File: src/rtl/fcvt_pkg.sv
package fcvt_pkg;
  localparam int unsigned EXP_W  = 11;
  localparam int unsigned FRAC_W = 52;
  localparam int unsigned OP_W   = 1 + EXP_W + FRAC_W;
  localparam int unsigned MANT_W = FRAC_W + 1;
  localparam int unsigned INT_W  = 64;
  localparam int unsigned HALF_W = INT_W / 2;
  localparam int unsigned BIAS   = (1 << (EXP_W - 1)) - 1;

  typedef enum logic [1:0] {
    RM_NEAR = 2'b00,
    RM_ZERO = 2'b01,
    RM_UP   = 2'b10,
    RM_DOWN = 2'b11
  } rmode_e;

  typedef enum logic [1:0] {
    CM_CLAMP_MIN = 2'b00,
    CM_CLAMP_ZERO = 2'b01,
    CM_WRAP = 2'b10,
    CM_BAD = 2'b11
  } cmode_e;

  typedef struct packed {
    logic             sign;
    logic             is_nan;
    logic             is_snan;
    logic             is_inf;
    logic             huge;
    logic [INT_W-1:0] mag;
    logic             inexact;
    logic             rnd_up;
  } rnd_t;

  typedef struct packed {
    logic inv;
    logic snan;
    logic inexact;
    logic fr;
    logic ovf;
    logic illegal;
  } flags_t;
endpackage

File: src/rtl/fcvt_round.sv
module fcvt_round
  import fcvt_pkg::*;
(
  input  logic [OP_W-1:0] op_i,
  input  logic [1:0]      rm_i,
  input  logic            trunc_i,
  output rnd_t            rnd_o
);
  localparam logic [EXP_W-1:0] E_HALF = EXP_W'(BIAS - 1);
  localparam logic [EXP_W-1:0] E_INT  = EXP_W'(BIAS + FRAC_W);
  localparam logic [EXP_W-1:0] E_HUGE = EXP_W'(BIAS + INT_W);

  logic                      sign;
  logic [EXP_W-1:0]          expo;
  logic [FRAC_W-1:0]         frac;
  logic [MANT_W-1:0]         mant;
  logic                      special;
  logic [EXP_W-1:0]          rsh;
  logic [EXP_W-1:0]          lsh;
  logic [MANT_W+INT_W-1:0]   aligned;
  logic [INT_W-1:0]          ipart;
  logic                      guard;
  logic                      sticky;
  logic                      huge;
  logic                      inc;
  rmode_e                    rm_eff;

  assign sign    = op_i[OP_W-1];
  assign expo    = op_i[OP_W-2 -: EXP_W];
  assign frac    = op_i[FRAC_W-1:0];
  assign mant    = {|expo, frac};
  assign special = &expo;

  // align the significand on the binary point; split integer and fraction
  always_comb begin
    rsh     = '0;
    lsh     = '0;
    aligned = '0;
    ipart   = '0;
    guard   = 1'b0;
    sticky  = 1'b0;
    huge    = 1'b0;
    if (special) begin
      huge = 1'b1;
    end else if (expo < E_HALF) begin
      sticky = |{expo, frac};
    end else if (expo < E_INT) begin
      rsh     = E_INT - expo;
      aligned = {mant, {INT_W{1'b0}}} >> rsh;
      ipart   = {{(INT_W-MANT_W){1'b0}}, aligned[MANT_W+INT_W-1:INT_W]};
      guard   = aligned[INT_W-1];
      sticky  = |aligned[INT_W-2:0];
    end else begin
      lsh   = expo - E_INT;
      ipart = {{(INT_W-MANT_W){1'b0}}, mant} << lsh;
      huge  = (expo >= E_HUGE);
    end
  end

  // rounding direction: mode bit 0 forces truncation
  always_comb begin
    rm_eff = trunc_i ? RM_ZERO : rmode_e'(rm_i);
    unique case (rm_eff)
      RM_NEAR: inc = guard & (sticky | ipart[0]);
      RM_UP:   inc = ~sign & (guard | sticky);
      RM_DOWN: inc = sign & (guard | sticky);
      default: inc = 1'b0;
    endcase
  end

  always_comb begin
    rnd_o.sign    = sign;
    rnd_o.is_nan  = special & (|frac);
    rnd_o.is_snan = special & (|frac) & ~frac[FRAC_W-1];
    rnd_o.is_inf  = special & ~(|frac);
    rnd_o.huge    = huge;
    rnd_o.mag     = ipart + {{(INT_W-1){1'b0}}, inc};
    rnd_o.inexact = guard | sticky;
    rnd_o.rnd_up  = inc;
  end
endmodule

File: src/rtl/fcvt_select.sv
module fcvt_select
  import fcvt_pkg::*;
(
  input  rnd_t             rnd_i,
  input  logic [1:0]       type_i,
  input  logic [2:0]       mode_i,
  output logic [INT_W-1:0] result_o,
  output flags_t           flags_o
);
  localparam logic [INT_W-1:0] ALL1 = {INT_W{1'b1}};
  localparam logic [INT_W-1:0] ONE  = {{(INT_W-1){1'b0}}, 1'b1};

  logic             is_uns;
  logic             is_wide;
  logic [INT_W-1:0] pos_lim;
  logic [INT_W-1:0] neg_lim;
  logic [INT_W-1:0] min_val;
  logic             in_range;
  logic             bad;
  logic [INT_W-1:0] sval;
  logic [INT_W-1:0] clamped;
  logic [INT_W-1:0] raw;
  logic [INT_W-1:0] ext;
  cmode_e           cm;

  assign is_uns  = type_i[0];
  assign is_wide = type_i[1];
  assign cm      = cmode_e'(mode_i[2:1]);

  // largest positive magnitude and largest negative magnitude per type
  always_comb begin
    if (is_uns) begin
      pos_lim = ALL1 >> (is_wide ? 0 : HALF_W);
      neg_lim = '0;
    end else begin
      pos_lim = ALL1 >> (is_wide ? 1 : HALF_W + 1);
      neg_lim = ONE << (is_wide ? INT_W - 1 : HALF_W - 1);
    end
    min_val  = '0 - neg_lim;
    in_range = ~rnd_i.huge & (rnd_i.sign ? (rnd_i.mag <= neg_lim)
                                          : (rnd_i.mag <= pos_lim));
    bad      = rnd_i.is_nan | ~in_range;
  end

  assign sval    = rnd_i.sign ? ('0 - rnd_i.mag) : rnd_i.mag;
  assign clamped = ~in_range ? (rnd_i.sign ? min_val : pos_lim) : sval;

  always_comb begin
    unique case (cm)
      CM_CLAMP_MIN:  raw = rnd_i.is_nan ? min_val : clamped;
      CM_CLAMP_ZERO: raw = rnd_i.is_nan ? '0 : clamped;
      CM_WRAP:       raw = (rnd_i.is_nan | rnd_i.is_inf) ? '0 : sval;
      default:       raw = '0;
    endcase
  end

  always_comb begin
    if (is_wide)     ext = raw;
    else if (is_uns) ext = {{HALF_W{1'b0}}, raw[HALF_W-1:0]};
    else             ext = {{HALF_W{raw[HALF_W-1]}}, raw[HALF_W-1:0]};
  end

  always_comb begin
    flags_o.illegal = (cm == CM_BAD);
    flags_o.inv     = ~flags_o.illegal & bad;
    flags_o.ovf     = ~flags_o.illegal & bad;
    flags_o.snan    = ~flags_o.illegal & rnd_i.is_snan;
    flags_o.inexact = ~flags_o.illegal & ~bad & rnd_i.inexact;
    flags_o.fr      = ~flags_o.illegal & ~bad & rnd_i.rnd_up;
    result_o        = flags_o.illegal ? '0 : ext;
  end
endmodule

File: src/rtl/fcvt_int_conv.sv
module fcvt_int_conv
  import fcvt_pkg::*;
(
  input  logic             clk,
  input  logic             rst_n,
  input  logic             in_valid,
  output logic             in_ready,
  input  logic [OP_W-1:0]  in_op,
  input  logic [1:0]       in_type,
  input  logic [2:0]       in_mode,
  input  logic [1:0]       in_rm,
  output logic             out_valid,
  input  logic             out_ready,
  output logic [INT_W-1:0] out_result,
  output logic             out_inv,
  output logic             out_snan,
  output logic             out_inexact,
  output logic             out_fr,
  output logic             out_ovf,
  output logic             out_illegal
);
  rnd_t             rnd_w;
  logic [INT_W-1:0] res_w;
  flags_t           flg_w;

  logic             valid_q;
  logic             valid_d;
  logic             accept;
  logic [INT_W-1:0] res_q;
  flags_t           flg_q;

  fcvt_round u_round (
    .op_i    (in_op),
    .rm_i    (in_rm),
    .trunc_i (in_mode[0]),
    .rnd_o   (rnd_w)
  );

  fcvt_select u_sel (
    .rnd_i    (rnd_w),
    .type_i   (in_type),
    .mode_i   (in_mode),
    .result_o (res_w),
    .flags_o  (flg_w)
  );

  // handshake next state
  always_comb begin
    in_ready = ~valid_q | out_ready;
    accept   = in_valid & in_ready;
    valid_d  = accept | (valid_q & ~out_ready);
  end

  always_ff @(posedge clk or negedge rst_n) begin
    if (!rst_n) valid_q <= 1'b0;
    else        valid_q <= valid_d;
  end

  // payload register, loaded only on acceptance
  always_ff @(posedge clk) begin
    if (accept) begin
      res_q <= res_w;
      flg_q <= flg_w;
    end
  end

  assign out_valid   = valid_q;
  assign out_result  = res_q;
  assign out_inv     = flg_q.inv;
  assign out_snan    = flg_q.snan;
  assign out_inexact = flg_q.inexact;
  assign out_fr      = flg_q.fr;
  assign out_ovf     = flg_q.ovf;
  assign out_illegal = flg_q.illegal;

  p_accept_r1: assert property (@(posedge clk) disable iff (!rst_n)
    in_valid && in_ready |=> out_valid);

  p_hold_r1: assert property (@(posedge clk) disable iff (!rst_n)
    out_valid && !out_ready |=> out_valid && $stable(out_result) && $stable(out_inv)
                                && $stable(out_inexact));

  p_illegal_quiet_r7: assert property (@(posedge clk) disable iff (!rst_n)
    out_valid && out_illegal |-> out_result == '0 && !out_inv && !out_snan
                                 && !out_inexact && !out_fr && !out_ovf);

  p_inv_clears_inexact_r8: assert property (@(posedge clk) disable iff (!rst_n)
    out_valid && out_inv |-> !out_inexact && !out_fr && out_ovf);

  p_fr_needs_inexact_r9: assert property (@(posedge clk) disable iff (!rst_n)
    out_valid && out_fr |-> out_inexact);

  p_snan_is_inv_r10: assert property (@(posedge clk) disable iff (!rst_n)
    out_valid && out_snan |-> out_inv);
endmodule

File: config.mk
export PLATFORM = sky130hd
export DESIGN_NAME = fcvt_int_conv
export DESIGN_NICKNAME = d
export VERILOG_FILES = /design/src/rtl/fcvt_pkg.sv /design/src/rtl/fcvt_round.sv /design/src/rtl/fcvt_select.sv /design/src/rtl/fcvt_int_conv.sv
export SDC_FILE = /design/constraint.sdc
export NUM_CORES = 1
export LEC_CHECK = 0
export BUFFER_PORTS_ARGS = -buffer_cell sky130_fd_sc_hd__buf_2
export CORE_MARGIN = 1.5
export CORE_UTILIZATION = 37
export DETAILED_ROUTE_END_ITERATION = 6
export GPL_TIMING_DRIVEN = 0
export PLACE_DENSITY = 0.61
export SYNTH_ARGS = -nofsm -noshare
export SYNTH_HDL_FRONTEND = slang
export SYNTH_SLANG_ARGS = --single-unit
File: constraint.sdc
create_clock -name clk -period 3.1 [get_ports clk]
set_input_delay 0.93 -clock clk [delete_from_list [all_inputs] [get_ports clk]]
set_output_delay 0.93 -clock clk [all_outputs]
set_load 0.02 [all_outputs]
==> reports/metrics.cfg <==
[status]
status=finished, violations left
violations=setup timing

[setup_path]
start_kind=input port
cp.required_ns=3.20
crit_top_cell=clkbuf_1
r2r_slack_ns=1.45
crit_fanout=10
worstPathArrival_ns=11.86
critPathSlowestCell=a211oi_1
max_stage_delay_ns=0.90
endpoint_kind=register
worstSetupPathType=input port to register

[cts]
clk_path_buf_depth=2
root_buffer=clkbuf_16
htreeDepth=3
cts_tree=yes
cts_buffers=9
clkSinkCount=70
cts.clk_slew.worst_paths_ns=0.06
postCtsHoldBufs=0
clkLatencyLatePin_ns=0.35

[finish]
nets=3024
fin_util_pct=46.41
syn_to_final_growth_pct=23.87
design_area_mm2=0.02444
layout-drive-gt1-share_pct=27.65
final_common_cell=nand2_1
layout_common_cells=223 x nand2_1, 201 x nor2_1, 177 x mux2i_1, 166 x buf_2, 124 x buf_4

[synth]
syn-num-nets=2746
synth_cells=2628
syn_area_per_cell_um2=7.507
synthDominantCellAreaShare_pct=10.50
ys_seq_area_share_pct=10.63
synthDistinctLibCells=115
syn_area_mm2=0.01973
yosysWarnings=0
yosys.area.top_type=edfxtp_1
ys_top_cells_by_area=edfxtp_1 11%, mux2i_1 9.0%, mux4_2 5.9%
ys_ff_latch=70
synthArstFlopShare_pct=1.429
ys.flop_type=edfxtp_1
synth_edf_count=69

[timing]
holdWs_ns=0.3421
slew-limit-headroom_pct=4.325
max_freq_mhz=85.07
hold_viol=0
setup_violations=67
rsz0062_at_grt=yes
fin_crit_sh_pct=379.2
worst_slack_ns=-8.655
finalClockSkew_ns=0.006395
fin_crit_ns=11.76
drv_slew=0
tightestPinTransition_ns=1.427

[placed_design]
dpl.hpwl_um=98650
place_area_mm2=0.02160
finalWeightedCongestion=1.114
portBuffers=133

[global_route]
grt_pass1_vias=24156
antenna_found_initial=2
grt.total_usage_pct=44.20
grt.overflow.total=0
grt_max_degree=70
grt_pass1_wl_um=174800

[routing]
drcViolationCount=0
drt-initial-drc-count=3463
vias=25873
vias_per_cell=7.187
first_pass_iters=6
wl_per_cell_um=34.77
ant_nets=0
wl_um=125200

[die]
fp-row-count=84
ios=147
fp.dieArea_mm2=0.05471
start_util_pct=37.47
core_mm2=0.05266
die_w_um=233.9
chipHeight_um=233.9

[worst_hold_path]
hold_path_class=input port to async pin

[pwr]
p_total_mw=7.423
powerDensity_mw_per_mm2=303.8
leakage_nw=9.529
ir_drop_v=0.0003073

[job]
cap_violations=0

Yosys cell counts, drive strengths merged (13+ instances only):
cell,count
o41ai,15
nand2b,32
o21a,18
o22ai,46
inv,47
ha,43
nand3,94
nor2,210
o21ai,133
clkbuf,123
a22oi,20
o211ai,40
nand2,255
o31ai,31
xnor2,89
a21oi,118
and2,29
xor2,29
a31oi,43
nor4,81
buf,99
a211oi,53
a21o,32
a221oi,19
mux4,52
mux2,93
nor3,123
or2,24
nand4,57
edfxtp,69
or4,14
o221ai,14
and3,27
mux2i,177
a21boi,13
or3,28
nor2b,20
power by group:
part	internal [mW]	leakage (nW)	total, mW	switching [mW]
clock network	0.675	0.157	1.09	0.417
registers	1.14	0.691	1.16	0.0162
logic	1.69	8.68	5.17	3.49
total	3.50	9.53	7.42	3.92
cells by family (layout without fill, tap and decap cells):
logic type,Yosys count,after routing,synth area share [%]
buf+inv,270,553,6.355
fa+ha+maj,43,43,2.727
flops,70,70,10.63
other cells,0,1,0
mux,322,322,20.23
xor+xnor,118,118,5.315
compound gates,768,768,27.79
simple gates,1037,1037,26.95
registers in the layout (all words and copies together) (netlist names):
signal	cells
out_fr	1
out_illegal	1
out_inexact	1
out_ovf	1
out_result	64
out_snan	1
out_valid	1
repair_timing:
item,CTS,global route
cloned,4,1
endpoints found under the hold margin,0,0
endpoints found under the setup margin,67,68
setup buffers,104,31
pin swaps,61,39
resized for setup,256,118
stage by stage:
stage                     TNS, ns  std cells  setup slack (ns)
after floorplan           -508.69       2628            -7.804
after global placement    -808.53       3449            -12.26
after detailed placement  -804.44       3450            -12.23
after CTS                 -559.57       3569            -8.558
after global routing      -585.49       3599            -8.903
final                     -569.05       3600            -8.655
path summary, 6_finish.rpt:
kind                       startpoint        endpoint  cells past startpoint
hold reg to reg             out_valid       out_valid                      2
setup reg to reg            out_valid  out_result[46]                      2
min in group clk            out_valid       out_valid                      2
setup / recovery            in_op[54]  out_result[56]                     37
hold / removal                  rst_n       out_valid                      1
max in group asynchronous       rst_n       out_valid                      1
worst max-delay path: cells and delay by family:
family | cells | cell delay [ns]
AO/OA/AOI/OAI | 11 | 3.12
adder cells (fa/ha/maj) | 1 | 0.33
buffers and inverters | 11 | 4.63
AND/OR/NAND/NOR | 12 | 2.28
XOR/XNOR | 2 | 0.51
area by class of cell:
class | instances | area (um2)
timing repair buffer | 270 | 1817
multi-input combinational | 2288 | 17610
sequential | 70 | 2097
buffer | 219 | 1536
antenna | 1 | 2.502
clock buffer | 11 | 252.7
tap | 688 | 860.8
inverter | 48 | 196.4
clock inverter | 5 | 65.06
fill | 5222 | 28220
layer usage:
metal  up-vias  share of wire, %  global-route usage (%)
met5         -             0.018                       0
met4         4               9.1                   33.59
met3       505               9.5                   7.332
met2      1976                44                   70.77
met1     12571                37                   53.00
li1      10817                 -                       -
No activity file was read; power rests on OpenSTA's default activity.
